===== src/rtl/alert_resp_pkg.sv =====
package alert_resp_pkg;
  localparam logic [6:0] DEFAULT_ALERT_ADDR = 7'b0001100;

  // strobes from control to datapath
  typedef struct packed {
    logic load;     // capture device address, reset bit counter
    logic shift;    // advance to next address bit
    logic drive;    // present current bit on the data line
    logic release_; // stop pulling the data line
  } strobes_t;
endpackage


===== src/rtl/alert_resp_datapath.sv =====
module alert_resp_datapath
  import alert_resp_pkg::*;
#(
  parameter int ADDR_W = 7
) (
  input  logic              clk,
  input  logic              rstN,
  input  strobes_t          strobes,
  input  logic [ADDR_W-1:0] devAddr,
  output logic              curBit,
  output logic              lastBit,
  output logic              sdaDriveLow
);
  localparam int CW = (ADDR_W > 1) ? $clog2(ADDR_W) : 1;

  logic [ADDR_W-1:0] shiftReg;
  logic [CW-1:0]     bitCnt;

  always_ff @(posedge clk) begin
    if (!rstN) begin
      shiftReg    <= '0;
      bitCnt      <= '0;
      sdaDriveLow <= 1'b0;
    end else begin
      if (strobes.load) begin
        shiftReg <= devAddr;
        bitCnt   <= '0;
      end else if (strobes.shift) begin
        shiftReg <= {shiftReg[ADDR_W-2:0], 1'b0};
        bitCnt   <= bitCnt + 1'b1;
      end
      if (strobes.release_)
        sdaDriveLow <= 1'b0;
      else if (strobes.drive)
        sdaDriveLow <= ~shiftReg[ADDR_W-1];
    end
  end

  assign curBit  = shiftReg[ADDR_W-1];
  assign lastBit = (bitCnt == CW'(ADDR_W - 1));
endmodule


===== src/rtl/alert_resp_ctrl.sv =====
module alert_resp_ctrl
  import alert_resp_pkg::*;
#(
  parameter int              NSTAT      = 8,
  parameter int              ADDR_W     = 7,
  parameter logic [ADDR_W-1:0] ALERT_ADDR = ADDR_W'(DEFAULT_ALERT_ADDR)
) (
  input  logic              clk,
  input  logic              rstN,
  input  logic [NSTAT-1:0]  statusBits,
  input  logic [NSTAT-1:0]  statusMask,
  input  logic              statusRead,
  input  logic              addrValid,
  input  logic [ADDR_W-1:0] addrByte,
  input  logic              addrRead,
  input  logic              busStop,
  input  logic              bitSlot,
  input  logic              bitSample,
  input  logic              sdaIn,
  input  logic              curBit,
  input  logic              lastBit,
  output strobes_t          strobes,
  output logic              alertPending,
  output logic              arbLost,
  output logic              respWon
);
  typedef enum logic {ST_IDLE, ST_SEND} state_t;

  state_t state;
  logic   faultNow, readSeen, pollHit, loseEv, winEv, releaseAlert;

  assign faultNow     = |(statusBits & statusMask);
  assign pollHit      = (state == ST_IDLE) && addrValid && addrRead &&
                        (addrByte == ALERT_ADDR) && alertPending;
  assign loseEv       = (state == ST_SEND) && !busStop && bitSample && curBit && !sdaIn;
  assign winEv        = (state == ST_SEND) && !busStop && bitSample && !loseEv && lastBit;
  assign releaseAlert = alertPending && respWon && (readSeen || statusRead) && !faultNow;

  always_comb begin
    strobes = '0;
    case (state)
      ST_IDLE: begin
        strobes.load     = pollHit;
        strobes.release_ = bitSlot || busStop;
      end
      ST_SEND: begin
        if (busStop || loseEv) strobes.release_ = 1'b1;
        else begin
          strobes.drive = bitSlot;
          strobes.shift = bitSample && !lastBit;
        end
      end
      default: strobes = '0;
    endcase
  end

  always_ff @(posedge clk) begin
    if (!rstN) begin
      state        <= ST_IDLE;
      alertPending <= 1'b0;
      respWon      <= 1'b0;
      readSeen     <= 1'b0;
      arbLost      <= 1'b0;
    end else begin
      case (state)
        ST_IDLE: if (pollHit) state <= ST_SEND;
        ST_SEND: if (busStop || loseEv || winEv) state <= ST_IDLE;
        default: state <= ST_IDLE;
      endcase

      if (releaseAlert) begin
        alertPending <= 1'b0;
        respWon      <= 1'b0;
        readSeen     <= 1'b0;
      end else begin
        if (faultNow) alertPending <= 1'b1;
        if (winEv) respWon <= 1'b1;
        if (statusRead && respWon) readSeen <= 1'b1;
      end

      if (pollHit) arbLost <= 1'b0;
      else if (loseEv) arbLost <= 1'b1;
    end
  end
endmodule


===== src/rtl/alert_resp_top.sv =====
module alert_resp_top
  import alert_resp_pkg::*;
#(
  parameter int              NSTAT      = 8,
  parameter int              ADDR_W     = 7,
  parameter logic [ADDR_W-1:0] ALERT_ADDR = ADDR_W'(DEFAULT_ALERT_ADDR)
) (
  input  logic              clk,
  input  logic              rstN,
  input  logic [ADDR_W-1:0] devAddr,
  input  logic [NSTAT-1:0]  statusBits,
  input  logic [NSTAT-1:0]  statusMask,
  input  logic              statusRead,
  input  logic              addrValid,
  input  logic [ADDR_W-1:0] addrByte,
  input  logic              addrRead,
  input  logic              busStop,
  input  logic              bitSlot,
  input  logic              bitSample,
  input  logic              sdaIn,
  output logic              alertDriveLow,
  output logic              sdaDriveLow,
  output logic              arbLost,
  output logic              respWon
);
  strobes_t strobes;
  logic     curBit, lastBit;

  alert_resp_ctrl #(.NSTAT(NSTAT), .ADDR_W(ADDR_W), .ALERT_ADDR(ALERT_ADDR)) u_ctrl (
    .clk, .rstN, .statusBits, .statusMask, .statusRead, .addrValid, .addrByte,
    .addrRead, .busStop, .bitSlot, .bitSample, .sdaIn, .curBit, .lastBit,
    .strobes, .alertPending(alertDriveLow), .arbLost, .respWon
  );

  alert_resp_datapath #(.ADDR_W(ADDR_W)) u_dp (
    .clk, .rstN, .strobes, .devAddr, .curBit, .lastBit, .sdaDriveLow
  );
endmodule


===== config.mk =====
export PLATFORM = sky130hd
export DESIGN_NAME = alert_resp_top
export DESIGN_NICKNAME = d
export VERILOG_FILES = /design/src/rtl/alert_resp_pkg.sv /design/src/rtl/alert_resp_datapath.sv /design/src/rtl/alert_resp_ctrl.sv /design/src/rtl/alert_resp_top.sv
export SDC_FILE = /design/constraint.sdc
export NUM_CORES = 1
export LEC_CHECK = 0
export CAP_MARGIN = 20
export CORE_AREA = 2 2 40 69
export DETAILED_ROUTE_END_ITERATION = 10
export DIE_AREA = 0 0 42 71
export PLACE_DENSITY_LB_ADDON = 0.05
export SLEW_MARGIN = 15
export SYNTH_ARGS = -nofsm -noshare
export SYNTH_HDL_FRONTEND = slang
export SYNTH_SLANG_ARGS = --single-unit
export TNS_END_PERCENT = 5

===== constraint.sdc =====
create_clock -name clk -period 2 [get_ports clk]
set_input_delay 0.5 -clock clk [delete_from_list [all_inputs] [get_ports clk]]
set_output_delay 0.5 -clock clk [all_outputs]
set_load 0.005 [all_outputs]

[Yosys cells after proc, flatten, opt, wreduce, memory -nomap -nowiden]
Index checks and enable logic that the tools add are counted.
Word-level totals
  logic and storage cells: 55
  register bits after elaboration: 16
  input port bits: 39
Cells by class
  muxes and demuxes: 10
  reduce and logical (&&, ||, !) cells: 30
  bitwise gates (word level): 4
  equal/unequal tests: 2
  add/subtract/negate cells: 1
Operators by type and width (count)
  $logic_and A1 B1 Y1: 15
  $mux W7: 2
  $and A8 B8 Y8: 1
  $reduce_or A2 Y1: 4
  $reduce_or A8 Y1: 1
  $eq A7 B4 Y1 const B: 1
  $logic_not A1 Y1: 5
  $logic_or A1 B1 Y1: 4
  $mux W1: 4
  $mux W2: 2
  $pmux W1 S2: 2
  $add A3 B1 Y3 const B: 1
  $eq A3 B3 Y1 const B: 1
  $not A1 Y1: 3
  $reduce_bool A2 Y1: 1

[Depth between registers and ports, before layout]
Gate-level depths: netlist (run 1).
  depth after elaboration: 11
  depth in mapped cells: 7

[Hierarchy]
A second synthesis (run 1) with hierarchy kept.
Unflattened totals
  cells, all modules: 90
  area, all modules: 850.8 um^2
Modules (own cells, without submodules)
  alert_resp_datapath: seq. area each 220.2 um^2, times used 1, area each 538.0 um^2, cells an instance 51
  alert_resp_ctrl: seq. area each 100.1 um^2, times used 1, area each 312.8 um^2, cells an instance 39

[Worst setup path after synthesis (run 1)]
OpenSTA, ideal clock, no wires.
  path type: input -> register
  start: in addrByte[4]
  end: reg u_dp.shiftReg[3]
  setup slack: 624 ps
  path buffers: 1
  stages on the path: 5
  setup time: 126 ps
  data arrival time: 1250 ps
  cells stage by stage: and4bb_1 > nand4_2 > buf_2 > o21ai_1 > a31oi_1
Between the ends
  longest elaborated chain between the ends: 5
  elaborated cells between the ends (all ways): 6
  those cells by class: eq/ne: 1; mux: 2; reduce/logical: 3
Ends and longest elaborated chain
  start: declaration: line alert_resp_top.sv:15  | input logic [ADDR_W-1:0] addrByte,
  $eq A7 B4 Y1 (*): line alert_resp_ctrl.sv:34  | (addrByte == ALERT_ADDR) && alertPending;
  $logic_and A1 B1 Y1 (*): line alert_resp_ctrl.sv:33  | assign pollHit = (state == ST_IDLE) && addrValid && addrRead &&
  $logic_and A1 B1 Y1 (*): line alert_resp_ctrl.sv:34
  $mux W1 (*): line alert_resp_ctrl.sv:41  | case (state)
  $mux W7 or $reduce_bool A2 Y1 (tied branches)
  end signal: assignment: line alert_resp_datapath.sv:26  | shiftReg <= devAddr;
  end signal: assignment: line alert_resp_datapath.sv:29  | shiftReg <= {shiftReg[ADDR_W-2:0], 1'b0};
  end: declaration: line alert_resp_datapath.sv:16  | logic [ADDR_W-1:0] shiftReg;
Every way passes the cells marked *; elsewhere a longest branch is shown, timed or not.
A chain may end at the register's enable or synchronous reset.

[Worst setup path after layout (run 1)]
  start: in busStop
  end: reg u_dp.shiftReg[2]
Between the ends
  longest elaborated chain between the ends: 9
Ends and longest elaborated chain
  start: declaration: line alert_resp_top.sv:17  | input logic busStop,
  $logic_not A1 Y1: line alert_resp_ctrl.sv:35  | assign loseEv = (state == ST_SEND) && !busStop && bitSample && curBit && !sdaIn;
  $logic_and A1 B1 Y1 (4 in a row): line alert_resp_ctrl.sv:35
  $logic_or A1 B1 Y1 (*): line alert_resp_ctrl.sv:47  | if (busStop || loseEv) strobes.release_ = 1'b1;
  $mux W2 (*): line alert_resp_ctrl.sv:47
  $mux W2 (*): line alert_resp_ctrl.sv:41
  $reduce_bool A2 Y1 (no source line) (*)
Marks and branches as above.

==> results of run 1 <==
power breakdown:
part | switching (W) | leakage, nW | internal, W | total [W]
sequential | 0.00000137 | 0.129 | 0.000320 | 0.000321
clock | 0.000117 | 0.0288 | 0.000175 | 0.000292
combinational | 0.0000238 | 0.370 | 0.0000777 | 0.000101
total | 0.000142 | 0.527 | 0.000572 | 0.000714
worst paths after layout:
| path | from | endpoint | slack, ns | cells after the start |
|---|---|---|---|---|
| worst min register to register | u_dp.shiftReg[4] | u_dp.shiftReg[4] | 0.48 | 2 |
| worst min-delay path | u_dp.shiftReg[4] | u_dp.shiftReg[4] | 0.48 | 2 |
| worst max register to register | u_dp.bitCnt[0] | u_dp.shiftReg[2] | 0.44 | 6 |
| worst max-delay path | busStop | u_dp.shiftReg[2] | 0.25 | 5 |
state kept, by name, summed over array words and instances, names as in the netlist:
signal and flops:
u_dp.bitCnt 3, u_ctrl.readSeen 1, u_ctrl.arbLost 1, u_dp.sdaDriveLow 1
u_ctrl.state 1, u_ctrl.respWon 1, u_dp.shiftReg 7, u_ctrl.alertPending 1
through the flow:
stage / util / instance area (um2) / instances
global route: 0.544 / 1320 / 165
detailed placement: 0.522 / 1270 / 161
CTS: 0.544 / 1320 / 165
global placement: 0.522 / 1270 / 161
floorplan: - / 806 / 92
finish: 0.544 / 1320 / 165
cells in the mapped netlist (2+ instances only):
master | instances | area [um2]
sky130_fd_sc_hd__a21oi_1 | 2 | 10.0
sky130_fd_sc_hd__a22oi_1 | 4 | 30.0
sky130_fd_sc_hd__a31oi_1 | 5 | 31.3
sky130_fd_sc_hd__and3_1 | 2 | 12.5
sky130_fd_sc_hd__and4bb_1 | 2 | 25.0
sky130_fd_sc_hd__dfxtp_1 | 16 | 320
sky130_fd_sc_hd__ha_1 | 2 | 25.0
sky130_fd_sc_hd__inv_1 | 4 | 15.0
sky130_fd_sc_hd__nand2_1 | 16 | 60.1
sky130_fd_sc_hd__nand4_1 | 2 | 12.5
sky130_fd_sc_hd__nor2_1 | 8 | 30.0
sky130_fd_sc_hd__o21ai_0 | 4 | 20.0
sky130_fd_sc_hd__o21ai_1 | 3 | 15.0
cell type report:
type	count	area, um2
fill	231	1110
tap	26	32.5
clock buffer	4	55.1
inverter	4	15.0
timing repair buffer	46	450
multi-input combinational	69	450
sequential	16	320
critical path, cell delays in order:
cell and delay, ns:
sky130_fd_sc_hd__clkdlybuf4s50_1 0.42, sky130_fd_sc_hd__and3b_2 0.30, sky130_fd_sc_hd__and3_1 0.43, sky130_fd_sc_hd__nand2_1 0.11
sky130_fd_sc_hd__a31oi_1 0.16
per-layer routing:
layer	wire length [um]	track usage
met5	0	0
met4	38	0.0681
met3	111	0.0255
met2	1240	0.297
met1	757	0.160
cells by family (layout without fill, tap and decap cells):
logic type / count (synthesis) / count (layout) / synth area share
simple gates: 38 / 38 / 0.267
compound gates: 26 / 26 / 0.227
flops: 16 / 16 / 0.398
buf+inv: 7 / 54 / 0.0435
fa+ha+maj: 2 / 2 / 0.0311
xor+xnor: 2 / 2 / 0.0217
mux: 1 / 1 / 0.0124
==> impl_metrics.csv, run 1 <==
group,metric,value,unit
synth,synthesis.area_per_instance,8.76,um2
synth,synth-seq-cells,16,
synth,synthesis.instances,92,
global_routing,grt_pass1_vias,905,
die,die_w,42,um
cts,post-cts-setup-buffer-count,0,
cts,cts_tree,"yes",
sta,fmax,573,MHz
synth,number_of_enable_flip_flop_cells_after_synthesis,0,
synth,synth_top_flop_cell,"sky130_fd_sc_hd__dfxtp_1",
run,maxCapViolCount,0,
worst_setup_path,startpoint_type,"input pin",
place,detailedPlace.worstSlack,0.00985,ns
cts,clk_path_buf_depth,2,
drt,average_wire_per_standard_cell,13.0,um
synth,synth.yosys.seq_area_share,0.398,
drt,aggregate_routed_wire_length,2.15,mm
cts,worst_skew_pair.late_latency,0.25,ns
sta,fin_worst_hold_slack,0.477,ns
pwr,vdd_drop_max,0.000434,V
worst_setup_path,critical_path_class,"input pin to flip-flop",
die,fp-row-count,24,
global_routing,overflow,0,
drt,routed-via-count,851,
global_routing,grt_pass1_wl,3.64,mm
cts,number_of_h_tree_levels,1,
drt,drcViolationCount,0,
pwr,p_leak,0.527,nW
pwr,power_density,540,mW/mm2
place,io_buffers,42,
die,initial_utilization,0.331,
sta,setup_viol,0,
synth,synthArstFlopShare,0,
sta,timing.final.ws_setup,0.254,ns
drt,number_of_iterations_in_the_first_detailed_routing_pass,4,
layout,diodes,0,
die,fp.coreArea,0.00243,mm2
sta,worst-slew-pin-transition,0.461,ns
cts,cts-buffers-inserted,3,
drt,vias_per_cell,5.16,
synth,synth_cell_type_count,35,
cts,cts_root_buf,"sky130_fd_sc_hd__clkbuf_8",
worst_setup_path,critical_path_arrival,1.93,ns
global_routing,number_of_antenna_violations_at_the_first_check_in_global_routing,0,
cts,cts.sinks,16,
place,gp_congestion,0.728,
pwr,power.total,0.000714,W
synth,syn-num-nets,133,
sta,finClkSkew,0.00192,ns
cts,hold_buffers,0,
global_routing,global_router_s_overall_resource_usage,0.156,
layout,fraction_of_layout_instances_using_a_drive_strength_above_1,0.108,
hold_path,worst_hold_class,"flip-flop to flip-flop",
die,ioPinCount,43,
place,dp_hpwl,1.78,mm
cts,resized_gates_after_cts,0,
die,die_height,71,um
sta,fin_setup_tns,0,ns
sta,report.final.hold_viol_count,0,
drt,first_iter_violations,20,
sta,rsz0062_at_grt,"no",
sta,period_minus_slack,1.75,ns
drt,antenna_violating_nets_post_route,0,
synth,synth-warning-count,0,
layout,nets,181,
layout,layout.cells.most_common_list,"sky130_fd_sc_hd__clkdlybuf4s50_1 (42), sky130_fd_sc_hd__nand2_1 (16), sky130_fd_sc_hd__dfxtp_1 (16), sky130_fd_sc_hd__nor2_1 (8), sky130_fd_sc_hd__a31oi_1 (5)",
worst_setup_path,worst-path-max-fanout,9,
global_routing,grt_max_degree,14,
cts,path_clk_slew,0.07,ns
worst_setup_path,worst-endpoint-required,2.18,ns
synth,post_synth_instance_area,806,um2
layout,layout-area-overhead-vs-synth,64.3,%
sta,timing.final.max_slew_violations,0,
layout,mostFrequentLayoutCell,"sky130_fd_sc_hd__clkdlybuf4s50_1",
worst_setup_path,critPathCaptureType,"flip-flop",
run_status,run_status,"completed",
die,floorplan.die_area,0.00298,mm2
sta,final.period_utilization,0.873,
sta,slew_headroom,0.692,
Note: power is estimated with default switching activity, not from simulation.
==> run 2: changes to the inputs <==
--- a/config.mk
+++ b/config.mk
@@ -9,7 +9,8 @@
 export CORE_AREA = 2 2 40 69
 export DETAILED_ROUTE_END_ITERATION = 10
 export DIE_AREA = 0 0 42 71
-export PLACE_DENSITY_LB_ADDON = 0.05
+export PLACE_DENSITY = 0.67
+export SKIP_LAST_GASP = 1
 export SLEW_MARGIN = 15
 export SYNTH_ARGS = -nofsm -noshare
 export SYNTH_HDL_FRONTEND = slang
==> run 2 against run 1 <==
  * Count of clock-buffer cells in the layout did not move
  * Largest cell class is now non-clock buffers
  * Highest routed layer unchanged
  * Global-route usage fell by 0.54 points
  * Register-to-register slack improved by 0.15 ns
  * First-iteration DRC count fell by 45%
==> impl_metrics.csv, run 2 (synthesis results as in run 1) <==
group,metric,value,unit
worst_setup_path,cp_slowest_cell,"sky130_fd_sc_hd__clkdlybuf4s50_1",
place,detailedPlace.worstSlack,0.0864,ns
die,die_height,71,um
worst_setup_path,crit_path_launch,"u_ctrl.respWon",
worst_setup_path,critical_path.max_stage_delay,0.53,ns
worst_setup_path,critical_path_arrival,1.18,ns
cts,worst_skew_pair.late_latency,0.25,ns
layout,mostFrequentLayoutCell,"sky130_fd_sc_hd__clkdlybuf4s50_1",
worst_setup_path,cp_num_buf_inv,1,
die,fp-row-count,24,
cts,resized_gates_after_cts,0,
layout,diodes,0,
worst_setup_path,r2r-start,"u_dp.bitCnt[0]",
die,initial_utilization,0.331,
sta,slew_headroom,0.714,
die,ioPinCount,43,
global_routing,grtUsageMet1,0.156,
sta,period_minus_slack,1.68,ns
worst_setup_path,crit_path_end,"respWon",
drt,drcViolationCount,0,
global_routing,global_router_s_overall_resource_usage,0.150,
worst_setup_path,worst-path-max-fanout,5,
cts,number_of_h_tree_levels,1,
layout,layout.cells.most_common_list,"sky130_fd_sc_hd__clkdlybuf4s50_1 (42), sky130_fd_sc_hd__nand2_1 (16), sky130_fd_sc_hd__dfxtp_1 (16), sky130_fd_sc_hd__nor2_1 (8)",
worst_setup_path,critPathCaptureType,"primary output",
worst_setup_path,critical_path_class,"flip-flop to primary output",
die,fp.coreArea,0.00243,mm2
cts,cts_tree,"yes",
pwr,power_density,535,mW/mm2
run,maxCapViolCount,0,
global_routing,grt_pass1_vias,885,
worst_setup_path,path_delay_family,"buffers and inverters",
worst_setup_path,count_of_cell_instances_traversed_by_the_critical_path,1,
drt,aggregate_routed_wire_length,1.99,mm
place,dp.cells,162,
layout,fillCellCount,235,
layout,multi_input_combinational_cell_area,450,um2
sta,fin_setup_tns,0,ns
layout,final_cells,166,
layout,reg.largest.list,"u_dp.shiftReg x7, u_dp.bitCnt x3",
global_routing,number_of_antenna_violations_at_the_first_check_in_global_routing,0,
sta,report.final.hold_viol_count,0,
worst_setup_path,startpoint_type,"flip-flop",
pwr,vdd_drop_max,0.000353,V
sta,timing.final.ws_setup,0.323,ns
global_routing,grt.met2_usage,0.283,
cts,path_clk_slew,0.06,ns
place,io_buffers,42,
cts,cts_root_buf,"sky130_fd_sc_hd__clkbuf_8",
global_routing,busiest_layer,"met2",
global_routing,grt_pass1_wl,3.55,mm
worst_setup_path,r2r_end,"u_dp.shiftReg[1]",
sta,finClkSkew,0.00235,ns
sta,setup_viol,0,
place,gp_congestion,0.691,
layout,registers.top_by_ff_count,"u_dp.shiftReg",
layout,nets,182,
worst_setup_path,r2r.worst_path.cells,7,
worst_setup_path,timing.critical_path.cells,"clkdlybuf4s50_1",
sta,fmax,596,MHz
global_routing,grt_max_degree,14,
place,dp_hpwl,1.63,mm
drt,average_wire_per_standard_cell,12.0,um
worst_setup_path,worst-endpoint-required,1.50,ns
sta,worst-slew-pin-transition,0.428,ns
sta,rsz0062_at_grt,"no",
die,die_w,42,um
hold_path,worst_hold_class,"flip-flop to flip-flop",
die,floorplan.die_area,0.00298,mm2
global_routing,overflow,0,
layout,fraction_of_layout_instances_using_a_drive_strength_above_1,0.114,
drt,number_of_iterations_in_the_first_detailed_routing_pass,4,
cts,hold_buffers,0,
drt,antenna_violating_nets_post_route,0,
layout,largest_register_ff_count,7,
run_status,run_status,"completed",
cts,cts.sinks,16,
drt,vias_per_cell,5.10,
drt,first_iter_violations,11,
cts,clk_path_buf_depth,2,
drt,routed-via-count,847,
cts,post-cts-setup-buffer-count,0,
cts,cts-buffers-inserted,3,
worst_setup_path,rrSetupSlack,0.59,ns
pwr,p_leak,0.533,nW
global_routing,grt_use_met3,0.0281,
layout,final_util,0.547,
sta,timing.final.max_slew_violations,0,
layout,final-seq-area,320,um2
layout,layout-area-overhead-vs-synth,65.2,%
sta,final.period_utilization,0.838,
==> run 2: power by group <==
part           internal (W)  leakage (nW)  switching [W]
combinational     0.0000777         0.375      0.0000242
sequential         0.000320         0.129     0.00000154
clock              0.000175        0.0288       0.000114
total              0.000573         0.533       0.000140
==> run 2: worst min path at each step <==
stage	cells after the start	endpoint	from
2_1_floorplan	2	u_dp.shiftReg[1]	u_dp.shiftReg[0]
3_3_place_gp	2	u_ctrl.arbLost	u_ctrl.arbLost
5_1_grt	2	u_dp.shiftReg[2]	u_dp.shiftReg[2]
6_report	2	u_ctrl.arbLost	u_ctrl.arbLost
3_5_place_dp	2	u_ctrl.arbLost	u_ctrl.arbLost
4_1_cts	2	u_dp.shiftReg[5]	u_dp.shiftReg[5]
==> run 2: layer usage <==
layer	vias to the layer above	share of wire
li1	428	-
met1	388	0.36
met2	29	0.58
met3	2	0.053
met4	0	0.0086
met5	-	0
==> run 2: cell type report <==
cell class,instances,area share
clock buffer,4,0.0414
tap,26,0.0244
timing repair buffer,47,0.344
inverter,4,0.0113
sequential,16,0.241
multi-input combinational,69,0.338
==> run 2: tightest hold or removal path: cells and delay by family, from the launching register on <==
family / cells / cell delay, ns
simple gates: 2 / 0.12
flops: 1 / 0.33
==> run 2: through the flow <==
stage | hold slack (ns) | power [W] | instance area [um2]
floorplan | 0.446 | 0.000348 | 806
global placement | 0.449 | 0.000430 | 1280
detailed placement | 0.470 | 0.000431 | 1280
CTS | 0.483 | 0.000723 | 1330
global route | 0.497 | 0.000744 | 1330
finish | 0.479 | 0.000712 | 1330
